**src/rtl/man_tx_serializer.sv**
```systemverilog
module man_tx_serializer #(
  parameter int DIV = 5,
  parameter int NIB = 4
) (
  input  logic           clk,
  input  logic           rst_n,
  input  logic           mode_10m,
  input  logic           tx_en,
  input  logic [NIB-1:0] txd,
  output logic           tx_clk,
  output logic           line_out,
  output logic           line_active
);
  localparam int CW  = (DIV > 1) ? $clog2(DIV) : 1;
  localparam int HBW = $clog2(2 * NIB);

  logic [CW-1:0]  cnt;
  logic [HBW-1:0] hb;
  logic [NIB-1:0] sh;
  logic           act;
  logic           strobe;
  logic           cur_bit;

  assign strobe = (cnt == CW'(DIV - 1));

  always_ff @(posedge clk) begin
    if (!rst_n || !mode_10m) begin
      cnt <= '0;
      hb  <= '1;
      sh  <= '0;
      act <= 1'b0;
    end else begin
      cnt <= strobe ? '0 : cnt + CW'(1);
      if (strobe) begin
        hb <= hb + HBW'(1);
        if (&hb) begin
          sh  <= txd;
          act <= tx_en;
        end
      end
    end
  end

  assign cur_bit     = sh[hb[HBW-1:1]];
  assign line_out    = act & (hb[0] ? cur_bit : ~cur_bit);
  assign line_active = act;
  assign tx_clk      = ~hb[HBW-1];

  // half-bit phase only advances on the divided strobe
  a_r2_div: assert property (@(posedge clk) disable iff (!rst_n || !mode_10m)
    (hb != $past(hb)) |-> ($past(cnt) == CW'(DIV - 1)));

  // every bit has a mid-bit transition
  a_r5_midbit: assert property (@(posedge clk) disable iff (!rst_n || !mode_10m)
    (line_active && strobe && !hb[0]) |=> (line_out != $past(line_out)));

  // transmission starts on a transmit clock rising edge
  a_r6_start: assert property (@(posedge clk) disable iff (!rst_n)
    $rose(line_active) |-> $rose(tx_clk));

  // transmission ends only at a nibble boundary unless mode dropped
  a_r7_stop: assert property (@(posedge clk) disable iff (!rst_n)
    ($fell(line_active) && $past(mode_10m)) |-> $rose(tx_clk));

  // disabled mode silences clock and line
  a_r8_off: assert property (@(posedge clk) disable iff (!rst_n)
    !mode_10m |=> (!line_active && !tx_clk && !line_out));
endmodule

```
**config.mk**
```make
export PLATFORM = sky130hd
export DESIGN_NAME = man_tx_serializer
export DESIGN_NICKNAME = d
export VERILOG_FILES = /design/src/rtl/man_tx_serializer.sv
export SDC_FILE = /design/constraint.sdc
export NUM_CORES = 1
export LEC_CHECK = 0
export ABC_AREA = 1
export BUFFER_PORTS_ARGS = -buffer_cell sky130_fd_sc_hd__buf_2
export CAP_MARGIN = 20
export CORE_AREA = 10 10 47 49
export DETAILED_ROUTE_END_ITERATION = 10
export DIE_AREA = 0 0 57 59
export PLACE_DENSITY = 0.69
export SLEW_MARGIN = 20
export SYNTH_ARGS = -nofsm -noshare
export SYNTH_HDL_FRONTEND = slang
export SYNTH_SLANG_ARGS = --single-unit
```
**constraint.sdc**
```tcl
create_clock -name clk -period 2.3 [get_ports clk]
set_clock_uncertainty 0.05 [all_clocks]
set_input_delay 0.46 -clock clk [delete_from_list [all_inputs] [get_ports clk]]
set_output_delay 0.46 -clock clk [all_outputs]
set_load 0.01 [all_outputs]
```
==> flow_summary.yaml, run 1 <==
run:
  drv_cap: 0
power_and_ir_drop:
  powerDensity_nw_per_um2: 576
  ir_worst_vdd_v: 0.000347
  p_leak_nw: 0.275
  p_seq_frac: 0.571
  p_int_w: 0.000267
  power_frac_comb: 0.049
  p_sw_frac: 0.211
  p_switching_w: 0.0000716
  clock_power_share: 0.380
synthesis:
  yosys-top-cells-count: "14 x nor2_1, 12 x nand2_1, 11 x dfxtp_1"
  ys_async_sr_fraction: 0
  synth.top_cell.area_share: 0.448
  synth.area.top_cells: "dfxtp_1 45%, nor2_1 11%, nand2_1 9.2%"
  avgSynthCellArea_um2: 7.68
  syn_nets: 75
  yosysWarnings: 0
  synth_edf_count: 0
  yosysUniqueCellTypes: 15
  synthFlopType: "dfxtp_1"
  ys_seq_elements: 11
  synth_top_cell_by_area: "dfxtp_1"
  yosysMostFrequentCell: "nor2_1"
  seq_area_frac_synth: 0.448
  syn_area_um2: 492
  postSynthCellCount: 64
floorplan:
  initial_core_util: 0.351
  rows: 14
  die_h_um: 59
  dieWidth_um: 57
  coreArea_um2: 1400
  ios: 11
  fp.dieArea_um2: 3360
timing:
  drv_slew: 0
  slew_headroom: 0.858
  max_freq_mhz: 578
  rsz0062_at_grt: "no"
  finalHoldViolations: 0
  setup_viol: 0
  fin_crit_sh: 0.752
  tns_ns: 0
  holdWs_ns: 0.390
  fin_crit_ns: 1.73
  worst_slew_pin_slew_ns: 0.213
cells_and_area:
  area.sequential_um2: 220
  fill_cells: 160
  n_antenna_cell: 0
  nets: 90
  drive_gt1_frac: 0.218
  multi_input_area_um2: 230
  area_growth_pct: 19.6
  instances_no_fill: 94
  fin_area_um2: 588
placement:
  place_area_um2: 562
  routabilityCongestion: 0.716
  hpwl_um: 749
  portBuffers: 10
  dp.cells: 90
global_routing:
  grtUsageTotal: 0.0588
  grt_pass1_wl_um: 1590
  antenna_found_initial: 0
  grt_overflow: 0
  first_global_vias: 399
  grt_max_degree: 9
clock_network:
  cts.sinks: 11
  cts-buffers-inserted: 3
  clk_pin_slew_ns: 0.07
  htreeDepth: 1
  post_cts_resized: 0
  post_cts_buffers: 0
  cts_hold_buf: 0
  cts_buffer_depth: 2
  clock_latency_ns: 0.26
  cts-root-buf: "clkbuf_4"
  cts_tree: "yes"
drt:
  totalWireLength_um: 912
  drc: 0
  drt_iter0_markers: 7
  vias_per_cell: 4.47
  dr_total_vias: 420
  drtAntennaViolNets: 0
  wl_per_cell_um: 9.70
  dr.pass1.iters: 4
critical_path:
  cp_slowest_cell: "dfxtp_1"
  cp_num_buf_inv: 2
  path_delay_family: "flip-flops"
  critPathKind: "reg2out"
  worstPathRequired_ns: 1.79
  endpoint_kind: "output pin"
  cp_cell_sequence: "inv_1 -> nand2_1 -> nand3_1 -> a21oi_1 -> nor2_1 -> buf_2"
  slowest_delay_ns: 0.38
  critPathLaunchType: "register"
  path_max_fanout: 4
  arrival_ns: 1.22
worst_hold_path:
  hold_path.class: "in2reg"
run_status:
  status: "completed"
## metrics by stage
| stage | setup slack [ns] | total power (W) | utilization |
|---|---|---|---|
| 6_report | 0.571 | 0.000339 | 0.420 |
| 5_1_grt | 0.406 | 0.000355 | 0.420 |
| 4_1_cts | 0.563 | 0.000341 | 0.420 |
| 3_5_place_dp | 0.855 | 0.000215 | 0.401 |
| 3_3_place_gp | 0.907 | 0.000214 | 0.401 |
| 2_1_floorplan | 0.947 | 0.000207 | - |
## worst register-to-register path: stages (launching register included)
cell and delay [ns]:
dfxtp_1 0.35, inv_1 0.05, ha_1 0.19, nand2_2 0.09, inv_4 0.06, nand3_4 0.10
clkinv_4 0.08, nor2_1 0.09, nor2_1 0.05
## final timing paths
| path | slack (ns) | startpoint | cells after the start | end |
|---|---|---|---|---|
| worst max register to register | 1.09 | cnt[0]$_SDFF_PP0_ | 8 | sh[1]$_SDFFE_PP0P_ |
| worst min-delay path | 0.39 | txd[0] | 3 | sh[0]$_SDFFE_PP0P_ |
| worst min register to register | 0.40 | cnt[0]$_SDFF_PP0_ | 1 | cnt[0]$_SDFF_PP0_ |
| worst max-delay path | 0.57 | hb[1]$_SDFFE_PP1N_ | 6 | line_out |
## logic make-up (layout without fill, tap and decap cells)
family,Yosys count,after routing,share of synthesized area
DFF,11,11,0.448
xor gates and xnor gates,1,1,0.0178
and+or+nand+nor,31,31,0.277
adders and majority gates,3,3,0.0763
buffers and inverters,9,23,0.0840
AOI/OAI and AO/OA,9,9,0.0967
## cell usage in the layout, fill, tap and decap left out, drive strengths merged
cell type,n
o211ai,1
nand2,13
inv,8
ha,3
nand3,4
clkinv,1
a21oi,2
nor2,14
o21ai,6
clkbuf,4
dfxtp,11
xnor2,1
buf,10
## layer usage
| metal | wire length (um) | global-route usage | vias up | share of wire |
|---|---|---|---|---|
| met4 | 23 | 0.0403 | 0 | 0.025 |
| met5 | 0 | 0 | - | 0 |
| met2 | 420 | 0.0915 | 9 | 0.46 |
| li1 | - | - | 228 | - |
| met1 | 439 | 0.0667 | 179 | 0.48 |
| met3 | 29 | 0.0193 | 4 | 0.032 |
## state kept, by name, summed over array words and instances (netlist names)
| signal | cells |
|---|---|
| sh | 4 |
| cnt | 3 |
| hb | 3 |
| line_active | 1 |
## layout make-up
class / count / area share
tap: 16 / 0.0340
timing repair buffer: 10 / 0.0851
inverter: 9 / 0.0702
sequential: 11 / 0.374
multi-input combinational: 44 / 0.391
clock buffer: 4 / 0.0447
## power groups by stage
stage	logic (W)	clock network, W	registers (W)
after floorplan	0.00000938	0	0.000198
after global placement	0.0000162	0	0.000198
after detailed placement	0.0000168	0	0.000198
after CTS	0.0000169	0.000131	0.000193
after global routing	0.0000191	0.000142	0.000194
final	0.0000166	0.000129	0.000193
Note: power is estimated with default switching activity, not from simulation.
==> inputs of run 2 (changes only) <==
ABC_AREA = 0   (was 1)
clock period = 1.55 ns   (was 2.3 ns; I/O delays follow)
==> run 2 against run 1 <==
The flow now finishes with violations (setup timing). Routed wire length fell by 3.2%. Register-to-register slack got worse by 0.89 ns. Utilization rose by 0.71 points. Global-route usage fell by 0.17 points. Sequential cell count did not move. Largest cell class unchanged. Largest power group unchanged.
==> flow_summary.yaml, run 2 <==
synthesis:
  ys_async_sr_fraction: 0
  synth_top_family_by_area: "simple AND/OR/NAND/NOR gates"
  ys_seq_elements: 11
  yosys-top-cells-count: "11 x dfxtp_1, 6 x mux2i_1, 6 x nor2_1"
  syn_area_um2: 470
  yosysWarnings: 0
  muxShareOfSynthArea: 0.176
  synth_edf_count: 0
  synthAdderAreaFrac: 0.0798
  yosysMostFrequentCell: "dfxtp_1"
  synthFlopType: "dfxtp_1"
  yosysUniqueCellTypes: 16
  synth-simple-area-share: 0.181
  avgSynthCellArea_um2: 10.2
  syn_nets: 57
  synth_top_cell_by_area: "dfxtp_1"
  postSynthCellCount: 46
  synth_xor_area_frac: 0.0372
  synth.area.top_cells: "dfxtp_1 47%, mux2i_1 13%, ha_1 8.0%"
  synth.top_cell.area_share: 0.468
  seq_area_frac_synth: 0.468
  synth_compound_area_frac: 0.0266
drt:
  dr_total_vias: 372
  totalWireLength_um: 883
  drc: 0
  vias_per_cell: 4.71
  drt_iter0_markers: 2
  drtAntennaViolNets: 0
  wl_per_cell_um: 11.2
  dr.pass1.iters: 4
cells_and_area:
  largest_register_ffs: 4
  regMostFlops: "sh"
  mostFrequentLayoutCells: "10 x dfxtp_1, 10 x buf_2, 6 x mux2i_1, 6 x nor2_1, 4 x inv_1"
  fill_cells: 150
  top_regs: "sh x4, cnt x3, hb x3"
  area.sequential_um2: 221
  multi_input_area_um2: 243
  area_growth_pct: 27.1
  drive_gt1_frac: 0.302
  nets: 75
  instances_no_fill: 79
  n_antenna_cell: 0
  fin_area_um2: 598
worst_hold_path:
  hold_depth: 2
  hold_path.class: "in2reg"
  holdCritStartpoint: "mode_10m"
  holdPathEnd: "hb[1]$_SDFFE_PP1N_"
floorplan:
  rows: 14
  initial_core_util: 0.336
  dieWidth_um: 57
  coreArea_um2: 1400
  die_h_um: 59
  ios: 11
  fp.dieArea_um2: 3360
timing:
  worst_slack_ns: -0.342
  max_freq_mhz: 528
  finalHoldViolations: 0
  rsz0062_at_grt: "yes"
  drv_slew: 0
  slew_headroom: 0.814
  setup_viol: 1
  worst_slew_pin_slew_ns: 0.278
  fin_crit_sh: 1.22
  fin_crit_ns: 1.89
critical_path:
  path_max_fanout: 2
  worstPathRequired_ns: 1.19
  endpoint_kind: "output pin"
  r2r_start: "cnt[0]$_SDFF_PP0_"
  critPathLaunchType: "register"
  r2r_slack_ns: 0.20
  rr_worst_depth: 6
  arrival_ns: 1.53
  critPathKind: "reg2out"
  r2r-end: "sh[1]$_SDFFE_PP0P_"
power_and_ir_drop:
  p_leak_nw: 0.300
  clock_power_share: 0.387
  p_sw_frac: 0.216
  powerDensity_nw_per_um2: 844
  p_int_w: 0.000396
  ir_worst_vdd_v: 0.000571
  power_frac_comb: 0.045
  p_switching_w: 0.000109
  p_seq_frac: 0.568
run_status:
  violations: "setup timing"
  status: "complete, but fails checks"
placement:
  dp_slack_ns: -0.0795
  place_area_um2: 563
  portBuffers: 10
  dp.cells: 75
  routabilityCongestion: 0.702
  hpwl_um: 726
run:
  drv_cap: 0
global_routing:
  grt_pass1_wl_um: 1520
  grt_overflow: 0
  first_global_vias: 367
  grtUsageTotal: 0.0572
  grt_max_degree: 9
  antenna_found_initial: 0
clock_network:
  post_cts_buffers: 0
  clk_pin_slew_ns: 0.07
  cts_tree: "yes"
  clock_latency_ns: 0.27
  cts.sinks: 11
  cts_buffer_depth: 2
  htreeDepth: 1
  cts-root-buf: "clkbuf_4"
  cts_hold_buf: 0
  cts-buffers-inserted: 3
-- run 2: cell count changes in the layout (fill, tap and decap cells not counted), moves of 2 or more --
cell | before | now
inv_1 | 7 | 4
nor3b_1 | 0 | 2
nor2_1 | 14 | 6
nand2_1 | 12 | 3
o21ai_0 | 4 | 0
o21ai_1 | 2 | 0
buf_4 | 0 | 3
mux2i_1 | 0 | 6
-- run 2: cells by family (layout without fill, tap and decap cells) --
| kind of cell | count (synthesis) | after routing |
|---|---|---|
| xor gates and xnor gates | 2 | 2 |
| AOI/OAI and AO/OA | 2 | 2 |
| and+or+nand+nor | 17 | 17 |
| adders and majority gates | 3 | 3 |
| DFF | 11 | 11 |
| muxes | 7 | 7 |
| buffers and inverters | 4 | 21 |
-- run 2: worst max-delay path by stage --
stage,startpoint,endpoint,slack [ns]
2_1_floorplan,hb[2]$_SDFFE_PP1N_,line_out,0.04
3_3_place_gp,hb[2]$_SDFFE_PP1N_,line_out,-0.05
3_5_place_dp,hb[2]$_SDFFE_PP1N_,line_out,-0.08
4_1_cts,hb[2]$_SDFFE_PP1N_,line_out,-0.35
5_1_grt,hb[2]$_SDFFE_PP1N_,line_out,-0.40
6_report,hb[2]$_SDFFE_PP1N_,line_out,-0.34
-- run 2: per-stage QoR --
stage / TNS, ns / total power, W / hold WS, ns / utilization
after floorplan: 0 / 0.000303 / 0.332 / -
after global placement: -0.0469 / 0.000316 / 0.386 / 0.402
after detailed placement: -0.0795 / 0.000316 / 0.398 / 0.402
after CTS: -0.352 / 0.000513 / 0.182 / 0.421
after global routing: -0.396 / 0.000525 / 0.198 / 0.427
final: -0.342 / 0.000505 / 0.188 / 0.427
-- run 2: final cells by class --
cell class              instances  area share
well taps                      16      0.0335
clock buffers                   4      0.0439
multi-input cells              31       0.406
inverters                       4      0.0251
flip-flops and latches         11       0.370
repair buffers                 13       0.121
-- run 2: critical path: stages, from the launching register on --
cell and delay [ns]:
dfxtp_2 0.34, mux4_2 0.52, xnor2_2 0.15, and2_1 0.13
buf_2 0.13
-- run 2: timing repair --
action / 4_1_cts / 5_1_grt
endpoints found under the setup margin: 1 / 1
pin swaps: 0 / 2
gates resized for setup: 1 / 1
-- run 2: power groups by stage --
stage | logic [W] | clock network, W | registers [W]
2_1_floorplan | 0.00000978 | 0 | 0.000293
3_3_place_gp | 0.0000222 | 0 | 0.000293
3_5_place_dp | 0.0000230 | 0 | 0.000293
4_1_cts | 0.0000230 | 0.000203 | 0.000287
5_1_grt | 0.0000260 | 0.000212 | 0.000287
6_report | 0.0000226 | 0.000196 | 0.000287
-- run 2: routing by layer --
| layer | track usage | wire (um) | vias up |
|---|---|---|---|
| met5 | 0 | 0 | - |
| met4 | 0.0503 | 25 | 0 |
| met3 | 0.0150 | 26 | 2 |
| met2 | 0.0930 | 442 | 8 |
| met1 | 0.0597 | 388 | 170 |
| li1 | - | - | 192 |
